==> src/rtl/ocs_pkg.sv <==
package ocs_pkg;
  typedef enum logic [1:0] {
    PH_DOWN,
    PH_CAL,
    PH_SETTLE,
    PH_RUN
  } phase_t;

  typedef struct packed {
    logic clearAll;
    logic accumulate;
    logic latchOffset;
    logic passData;
  } dpCtrl_t;
endpackage

==> src/rtl/ocs_ctrl.sv <==
module ocs_ctrl
  import ocs_pkg::*;
#(
  parameter int CAL_FRAMES    = 4096,
  parameter int SETTLE_FRAMES = 40
) (
  input  logic    clk,
  input  logic    rst,
  input  logic    frameStb,
  input  logic    pdIn,
  output dpCtrl_t ctrl,
  output logic    zeroSel,
  output logic    calBusy
);
  localparam int MAX_FR = (CAL_FRAMES > SETTLE_FRAMES) ? CAL_FRAMES : SETTLE_FRAMES;
  localparam int CNT_W  = $clog2(MAX_FR + 1);
  localparam logic [CNT_W-1:0] CAL_LAST    = CNT_W'(CAL_FRAMES - 1);
  localparam logic [CNT_W-1:0] SETTLE_LAST = CNT_W'(SETTLE_FRAMES - 1);

  phase_t           phase;
  logic             pdPrev;
  logic [CNT_W-1:0] frameCnt;
  logic             pdFell;
  logic             calLast;
  logic             settleLast;

  assign pdFell     = pdPrev & ~pdIn;
  assign calLast    = (phase == PH_CAL) && frameStb && (frameCnt == CAL_LAST);
  assign settleLast = (phase == PH_SETTLE) && frameStb && (frameCnt == SETTLE_LAST);

  always_ff @(posedge clk) begin
    if (rst) begin
      pdPrev   <= 1'b0;
      phase    <= PH_DOWN;
      frameCnt <= '0;
    end else begin
      pdPrev <= pdIn;
      if (pdIn) begin
        phase    <= PH_DOWN;
        frameCnt <= '0;
      end else begin
        unique case (phase)
          PH_DOWN: begin
            if (pdFell) begin
              phase    <= PH_CAL;
              frameCnt <= '0;
            end
          end
          PH_CAL: begin
            if (calLast) begin
              phase    <= PH_SETTLE;
              frameCnt <= '0;
            end else if (frameStb) begin
              frameCnt <= frameCnt + CNT_W'(1);
            end
          end
          PH_SETTLE: begin
            if (settleLast) begin
              phase    <= PH_RUN;
              frameCnt <= '0;
            end else if (frameStb) begin
              frameCnt <= frameCnt + CNT_W'(1);
            end
          end
          default: phase <= PH_RUN;
        endcase
      end
    end
  end

  always_comb begin
    ctrl.clearAll    = pdIn;
    ctrl.accumulate  = (phase == PH_CAL) && frameStb && !pdIn;
    ctrl.latchOffset = calLast && !pdIn;
    ctrl.passData    = (phase == PH_RUN);
  end

  assign zeroSel = (phase == PH_CAL);
  assign calBusy = (phase == PH_CAL) || (phase == PH_SETTLE);
endmodule

==> src/rtl/ocs_dp.sv <==
module ocs_dp
  import ocs_pkg::*;
#(
  parameter int SAMPLE_W  = 16,
  parameter int CAL_SHIFT = 12,
  parameter int NCH       = 2
) (
  input  logic                clk,
  input  logic                rst,
  input  dpCtrl_t             ctrl,
  input  logic [SAMPLE_W-1:0] sampleIn  [NCH],
  output logic [SAMPLE_W-1:0] sampleOut [NCH]
);
  localparam int ACC_W = SAMPLE_W + CAL_SHIFT;
  localparam logic [SAMPLE_W-1:0] POS_MAX = {1'b0, {(SAMPLE_W-1){1'b1}}};
  localparam logic [SAMPLE_W-1:0] NEG_MAX = {1'b1, {(SAMPLE_W-1){1'b0}}};

  for (genvar ch = 0; ch < NCH; ch++) begin : g_chan
    logic [ACC_W-1:0]    acc;
    logic [ACC_W-1:0]    accNext;
    logic [SAMPLE_W-1:0] offset;
    logic [SAMPLE_W:0]   diff;
    logic [SAMPLE_W-1:0] corrected;

    assign accNext = acc + {{CAL_SHIFT{sampleIn[ch][SAMPLE_W-1]}}, sampleIn[ch]};
    assign diff    = {sampleIn[ch][SAMPLE_W-1], sampleIn[ch]} - {offset[SAMPLE_W-1], offset};

    always_comb begin
      if (diff[SAMPLE_W] != diff[SAMPLE_W-1]) begin
        corrected = diff[SAMPLE_W] ? NEG_MAX : POS_MAX;
      end else begin
        corrected = diff[SAMPLE_W-1:0];
      end
    end

    always_ff @(posedge clk) begin
      if (rst || ctrl.clearAll) begin
        acc    <= '0;
        offset <= '0;
      end else begin
        if (ctrl.accumulate) begin
          acc <= accNext;
        end
        if (ctrl.latchOffset) begin
          offset <= accNext[ACC_W-1:CAL_SHIFT];
        end
      end
    end

    always_ff @(posedge clk) begin
      if (rst || !ctrl.passData) begin
        sampleOut[ch] <= '0;
      end else begin
        sampleOut[ch] <= corrected;
      end
    end
  end
endmodule

==> src/rtl/offset_cal_seq.sv <==
module offset_cal_seq
  import ocs_pkg::*;
#(
  parameter int SAMPLE_W      = 16,
  parameter int CAL_FRAMES    = 4096,
  parameter int SETTLE_FRAMES = 40
) (
  input  logic                clk,
  input  logic                rst,
  input  logic                frameStb,
  input  logic                pdIn,
  input  logic [SAMPLE_W-1:0] sampleL,
  input  logic [SAMPLE_W-1:0] sampleR,
  output logic                zeroSel,
  output logic                calBusy,
  output logic [SAMPLE_W-1:0] outL,
  output logic [SAMPLE_W-1:0] outR
);
  localparam int CAL_SHIFT = $clog2(CAL_FRAMES);

  dpCtrl_t             ctrl;
  logic [SAMPLE_W-1:0] chanIn  [2];
  logic [SAMPLE_W-1:0] chanOut [2];

  assign chanIn[0] = sampleL;
  assign chanIn[1] = sampleR;
  assign outL      = chanOut[0];
  assign outR      = chanOut[1];

  ocs_ctrl #(
    .CAL_FRAMES   (CAL_FRAMES),
    .SETTLE_FRAMES(SETTLE_FRAMES)
  ) ctrl_i (
    .clk     (clk),
    .rst     (rst),
    .frameStb(frameStb),
    .pdIn    (pdIn),
    .ctrl    (ctrl),
    .zeroSel (zeroSel),
    .calBusy (calBusy)
  );

  ocs_dp #(
    .SAMPLE_W (SAMPLE_W),
    .CAL_SHIFT(CAL_SHIFT),
    .NCH      (2)
  ) dp_i (
    .clk      (clk),
    .rst      (rst),
    .ctrl     (ctrl),
    .sampleIn (chanIn),
    .sampleOut(chanOut)
  );
endmodule

==> config.mk <==
export PLATFORM = sky130hd
export DESIGN_NAME = offset_cal_seq
export DESIGN_NICKNAME = d
export VERILOG_FILES = /design/src/rtl/ocs_pkg.sv /design/src/rtl/ocs_ctrl.sv /design/src/rtl/ocs_dp.sv /design/src/rtl/offset_cal_seq.sv
export SDC_FILE = /design/constraint.sdc
export NUM_CORES = 1
export LEC_CHECK = 0
export BUFFER_PORTS_ARGS = -buffer_cell sky130_fd_sc_hd__buf_2
export CAP_MARGIN = 20
export CORE_ASPECT_RATIO = 1.2
export CORE_UTILIZATION = 45
export CTS_BUF_LIST = sky130_fd_sc_hd__clkbuf_8
export CTS_CLUSTER_DIAMETER = 100
export DETAILED_ROUTE_END_ITERATION = 12
export SKIP_LAST_GASP = 1
export SYNTH_ARGS = -nofsm -noshare
export SYNTH_HDL_FRONTEND = slang
export SYNTH_SLANG_ARGS = --single-unit
==> constraint.sdc <==
create_clock -name clk -period 5.35 [get_ports clk]
set_input_delay 0 -clock clk [delete_from_list [all_inputs] [get_ports clk]]
set_output_delay 0 -clock clk [all_outputs]
set_load 0.05 [all_outputs]
---- Yosys cells after proc, flatten, opt, wreduce, memory -nomap -nowiden ----
Index checks and enable logic that the tools add are counted.
operators by class
  add/subtract/negate cells ............... 5
  equal/unequal tests ..................... 10
  muxes and demuxes ....................... 13
  bitwise logic cells ..................... 2
  reductions and logical operators ........ 16
operator list
  kind                                                    count
  2-to-1 mux 16 bit                                       4
  adder 28 bit                                            2
  2-to-1 mux 13 bit                                       4
  one-hot mux 13 bit (3 select lines)                     1
  subtractor 16 x 16 -> 17 bit                            2
  adder 13 x 1 -> 13 bit (second input constant)          1
  equality test 13 x 12 -> 1 bit (second input constant)  1
  equality test 13 x 6 -> 1 bit (second input constant)   1
  logical AND 1 bit                                       6
  2-to-1 mux 2 bit                                        3
  inequality test 2 x 1 -> 1 bit (second input constant)  3
  one-hot mux 2 bit (3 select lines)                      1
  equality test 2 bit (second input constant)             2
  logical OR 1 bit                                        3
  AND reduction 3 bit                                     1
  nonzero test 3 bit                                      1
  equality test 2 x 1 -> 1 bit (second input constant)    1
  logical NOT 1 bit                                       2
  logical NOT 2 bit                                       1
  inequality test 1 bit                                   2
  AND reduction 2 bit                                     1
  OR reduction 2 bit                                      1
  AND 1 bit                                               1
  NOT 1 bit                                               1
storage, ports and cells
  register bits ........................... 136
  bits of input ports ..................... 36
  word-level logic and storage cells ...... 55

---- Depth between registers and ports, before layout ----
  word-level depth ........................ 5
  depth in mapped cells ................... 14
  mapped depth without buffers ............ 13

---- By module ----
A second synthesis with hierarchy kept.
second synthesis, totals
  cell total of the unflattened synthesis .. 1136
  area, all modules ....................... 9534.1 um2
modules (own cells, without submodules)
  module    instances  cells an instance  area an instance (um2)
  ocs_dp    1          1014               8440.6
  ocs_ctrl  1          122                1093.5

---- Least setup slack after synthesis ----
No wires, ideal clock.
  path kind ............................... flip-flop to flip-flop
  start point ............................. reg dp_i.g_chan[0].acc[0]
  end point ............................... reg dp_i.g_chan[0].offset[8]
  arrival ................................. 2.477 ns
  data required time ...................... 5.280 ns
  slack ................................... 2.803 ns
  cell stages (with the launch flop) ...... 12
  buffers on the path ..................... 0
  cells stage by stage .................... dfxtp_1 > ha_1 > fa_1 > a21o_1 > a21o_1 > a31oi_2 > a211oi_2 > a211o_1 > a31oi_1 > xnor2_1 > nand2_1 > a21oi_1
on the way
  cells in the longest elaborated chain, start to end .. 1
RTL lines
  what                    RTL line      source
  start, declared         ocs_dp.sv:19  logic [ACC_W-1:0] acc;
  start signal, assigned  ocs_dp.sv:42  acc <= accNext;
  adder 28 bit            ocs_dp.sv:25  assign accNext = acc + {{CAL_SHIFT{sampleIn[ch][SAMPLE_W-1]}}, sampleIn[ch]};
  end signal, assigned    ocs_dp.sv:45  offset <= accNext[ACC_W-1:CAL_SHIFT];
  end, declared           ocs_dp.sv:21  logic [SAMPLE_W-1:0] offset;
Every way passes these cells.
A chain may end at the register's enable or synchronous reset.

---- Worst setup path after layout ----
  start point ............................. reg dp_i.g_chan[1].offset[0]
  end point ............................... reg dp_i.sampleOut[9] (netlist name)
on the way
  cells in the longest elaborated chain, start to end .. 3
RTL lines
  what                                                        RTL line                    source
  start, declared                                             ocs_dp.sv:21
  start signal, assigned                                      ocs_dp.sv:45
  subtractor 16 x 16 -> 17 bit (*)                            ocs_dp.sv:26                assign diff = {sampleIn[ch][SAMPLE_W-1], sampleIn[ch]} - {offset[SAMPLE_W-1], offset};
  2-to-1 mux 16 bit or inequality test 1 bit (tied branches)  ocs_dp.sv:30, ocs_dp.sv:29
  2-to-1 mux 16 bit (*)                                       ocs_dp.sv:29                if (diff[SAMPLE_W] != diff[SAMPLE_W-1]) begin
  end signal, assigned by index                               ocs_dp.sv:54                sampleOut[ch] <= corrected;
  end, declared                                               ocs_dp.sv:12                output logic [SAMPLE_W-1:0] sampleOut [NCH]
Every way passes the cells marked *; elsewhere a longest branch is shown, timed or not.

==> impl_metrics.json <==
{
  "status": "complete, no violations",
  "max_freq_mhz": 313,
  "cts_tree": "built",
  "netlist_area_um2": 9100,
  "core-area_um2": 19700,
  "worst_path_largest_cell_delay_ps": 530,
  "critPathArrivalTime_ps": 3490,
  "relSlewSlack": 0.296,
  "grt_overflow": 0,
  "cts_buffers": 17,
  "synth_async_sr_flop_share": 0,
  "cp_num_buf_inv": 1,
  "fillers": 1967,
  "io_buffers": 69,
  "regArea_um2": 2720,
  "synth_most_common_cell": "nand2_1",
  "path_clk_slew_ps": 80,
  "critical_path_class": "reg2reg",
  "vias": 7861,
  "clock_latency_ps": 440,
  "critical_path_required_ps": 5640,
  "final_max_slew_viol_count": 0,
  "crit-reg2reg-launch": "dp_i.g_chan[1].offset[0]",
  "synth.distinct_cells": 80,
  "setup_tns_ps": 0,
  "ir_drop_mv": 0.141,
  "die_w_um": 132,
  "drive_above_1_share": 0.124,
  "cts_sinks": 136,
  "rows": 56,
  "post-layout-total-power_w": 0.00211,
  "place_ws_ps": 2190,
  "antenna_cells": 0,
  "cp-endpoint": "dp_i.sampleOut[9]",
  "holdBufCountCts": 5,
  "finalCriticalPeriod_ps": 3190,
  "gp_congestion": 0.852,
  "r2r_end": "dp_i.sampleOut[9]",
  "worstHoldStart": "sampleL[7]",
  "nets": 1326,
  "avgSynthCellArea_um2": 8.03,
  "synth_edf_count": 0,
  "die_h_um": 158,
  "grt_max_degree": 50,
  "postLayoutSetupSlackWorst_ps": 2160,
  "startpoint": "dp_i.g_chan[1].offset[0]",
  "grt.total_usage": 0.216,
  "multi_input_area_um2": 6010,
  "htree_num_levels": 4,
  "antenna_found_initial": 0,
  "area_growth_pct": 11.1,
  "hpwl_um": 16500,
  "reg2regPathDepth": 12,
  "yosys-top-cells-area": "dfxtp_1 (30%), ha_1 (13%), a21oi_1 (7.7%), nand2_1 (6.9%), xnor2_1 (3.8%)",
  "timing.final.hold_violations": 0,
  "clockBufferDepth": 2,
  "skew_ps": 9.73,
  "route.detailed.drc": 0,
  "end_kind": "register",
  "crit_path_max_fanout": 15,
  "clock_tree.root_cell": "clkbuf_8",
  "rsz0062_at_grt": "false",
  "drtIter0Drc": 329,
  "io_pins": 70,
  "grt_pass1_vias": 7471,
  "start_kind": "register",
  "cts_setup_buffers": 0,
  "drv_cap": 0,
  "wl_um": 21900,
  "cp_top_family": "compound AO/OA/AOI/OAI gates",
  "r2r_slack_ps": 2160,
  "ys_seq_area_frac": 0.299,
  "yosys_register_bits": 136,
  "synthCells": 1133,
  "finalCritPeriodShare": 0.597,
  "synth_nets": 1266,
  "crit_path_top_delay_cell": "o21ai_2",
  "grt_pass1_wl_um": 36200,
  "drtPass1Iterations": 5,
  "fin_util": 0.513,
  "synth_common_cells": "nand2_1 (167), a21oi_1 (140), dfxtp_1 (136)",
  "cts-resized-gates": 0,
  "synth_top_cell_by_area": "dfxtp_1",
  "finalSetupViolCount": 0,
  "cp_cell_sequence": "ha_1, inv_1, fa_1, a21o_1, a21oi_1, nand2b_1, a21oi_2, a21oi_1, a21o_1, a31oi_2, o21ai_2, o21ai_0",
  "worst_pin_slew_ps": 1060,
  "drtAntennaViolNets": 0,
  "leakagePower_nw": 4.14,
  "vias_per_cell": 5.36,
  "start_util": 0.462,
  "path_depth": 12,
  "ys_warn_count": 0,
  "hp-class": "in2reg",
  "synth_ff_type": "dfxtp_1",
  "wl_per_cell_um": 15.0,
  "dieArea_um2": 20800,
  "synth_top_area_share": 0.299,
  "p_per_area_nw_per_um2": 209
}
[how the worst min path moves through the flow]
| stage | to | cells after the start |
|---|---|---|
| 2_1_floorplan | ctrl_i.pdPrev | 1 |
| 3_3_place_gp | ctrl_i.pdPrev | 2 |
| 3_5_place_dp | ctrl_i.pdPrev | 2 |
| 4_1_cts | dp_i.sampleOut[22] | 4 |
| 5_1_grt | dp_i.sampleOut[23] | 4 |
| 6_report | dp_i.sampleOut[23] | 4 |
[final cells by class]
type,instances,area share
multi-input cells,902,0.594
flip-flops and latches,136,0.269
repair buffers,80,0.0470
well taps,261,0.0323
clock buffers,17,0.0231
inverters,56,0.0208
clock inverters,15,0.0130
[worst min-delay path: cells and delay by family]
family                   cells  cell delay, ps
AO/OA/AOI/OAI                1              90
adder cells (fa/ha/maj)      1             160
XOR/XNOR                     1              80
buffers and inverters        1             100
[power breakdown]
| group | internal (W) | leakage, nW | switching (W) |
|---|---|---|---|
| clock network | 0.000368 | 0.174 | 0.000447 |
| registers | 0.00101 | 1.10 | 0.00000240 |
| logic | 0.000107 | 2.87 | 0.000170 |
| total | 0.00149 | 4.14 | 0.000619 |
[cells by family after synthesis]
group,after synthesis,share of synthesized area
compound gates,346,0.252
flops,136,0.299
fa+ha+maj,97,0.137
xor+xnor,79,0.0760
buf+inv,95,0.0423
simple gates,378,0.192
mux,2,0.00275
[per-stage QoR]
step	area, um2	instances	hold slack, ps
after floorplan	9100	1133	71.6
after global placement	9640	1427	210
after detailed placement	9640	1427	216
after CTS	10100	1464	13.6
after global routing	10100	1467	28.1
final	10100	1467	30.6
[sequential cells by signal (all words and copies together), names as in the netlist]
register            count
ctrl_i.phase            2
dp_i.g_chan.acc        56
ctrl_i.frameCnt        13
dp_i.g_chan.offset     32
ctrl_i.pdPrev           1
dp_i.sampleOut         32
[cell usage in the layout, fill, tap and decap left out, types with 7 or more instances in the layout]
cell and n:
or3_1 8, a21o_1 33, a21oi_1 140, ha_1 93, buf_2 69, dfxtp_1 136, o21ai_0 52, and3_1 7
o21bai_1 11, nor3_1 12, a211o_1 9, nor2b_1 14, o21ai_2 13, xnor2_1 40, a21oi_2 8, xor2_1 39
a211oi_1 18, clkbuf_8 17, o21a_1 10, nand4_1 12, nand3_1 22, nor2_1 85, inv_1 57, nand2b_1 15
nand2_1 167
[per-layer routing]
metal | track usage | routed length (um) | up-vias
met4 | 0.0842 | 512 | 0
met5 | 0 | 0 | -
met1 | 0.266 | 10300 | 3613
li1 | - | - | 4113
met3 | 0.0327 | 575 | 26
met2 | 0.379 | 10500 | 109
No activity file was read; power rests on OpenSTA's default activity.
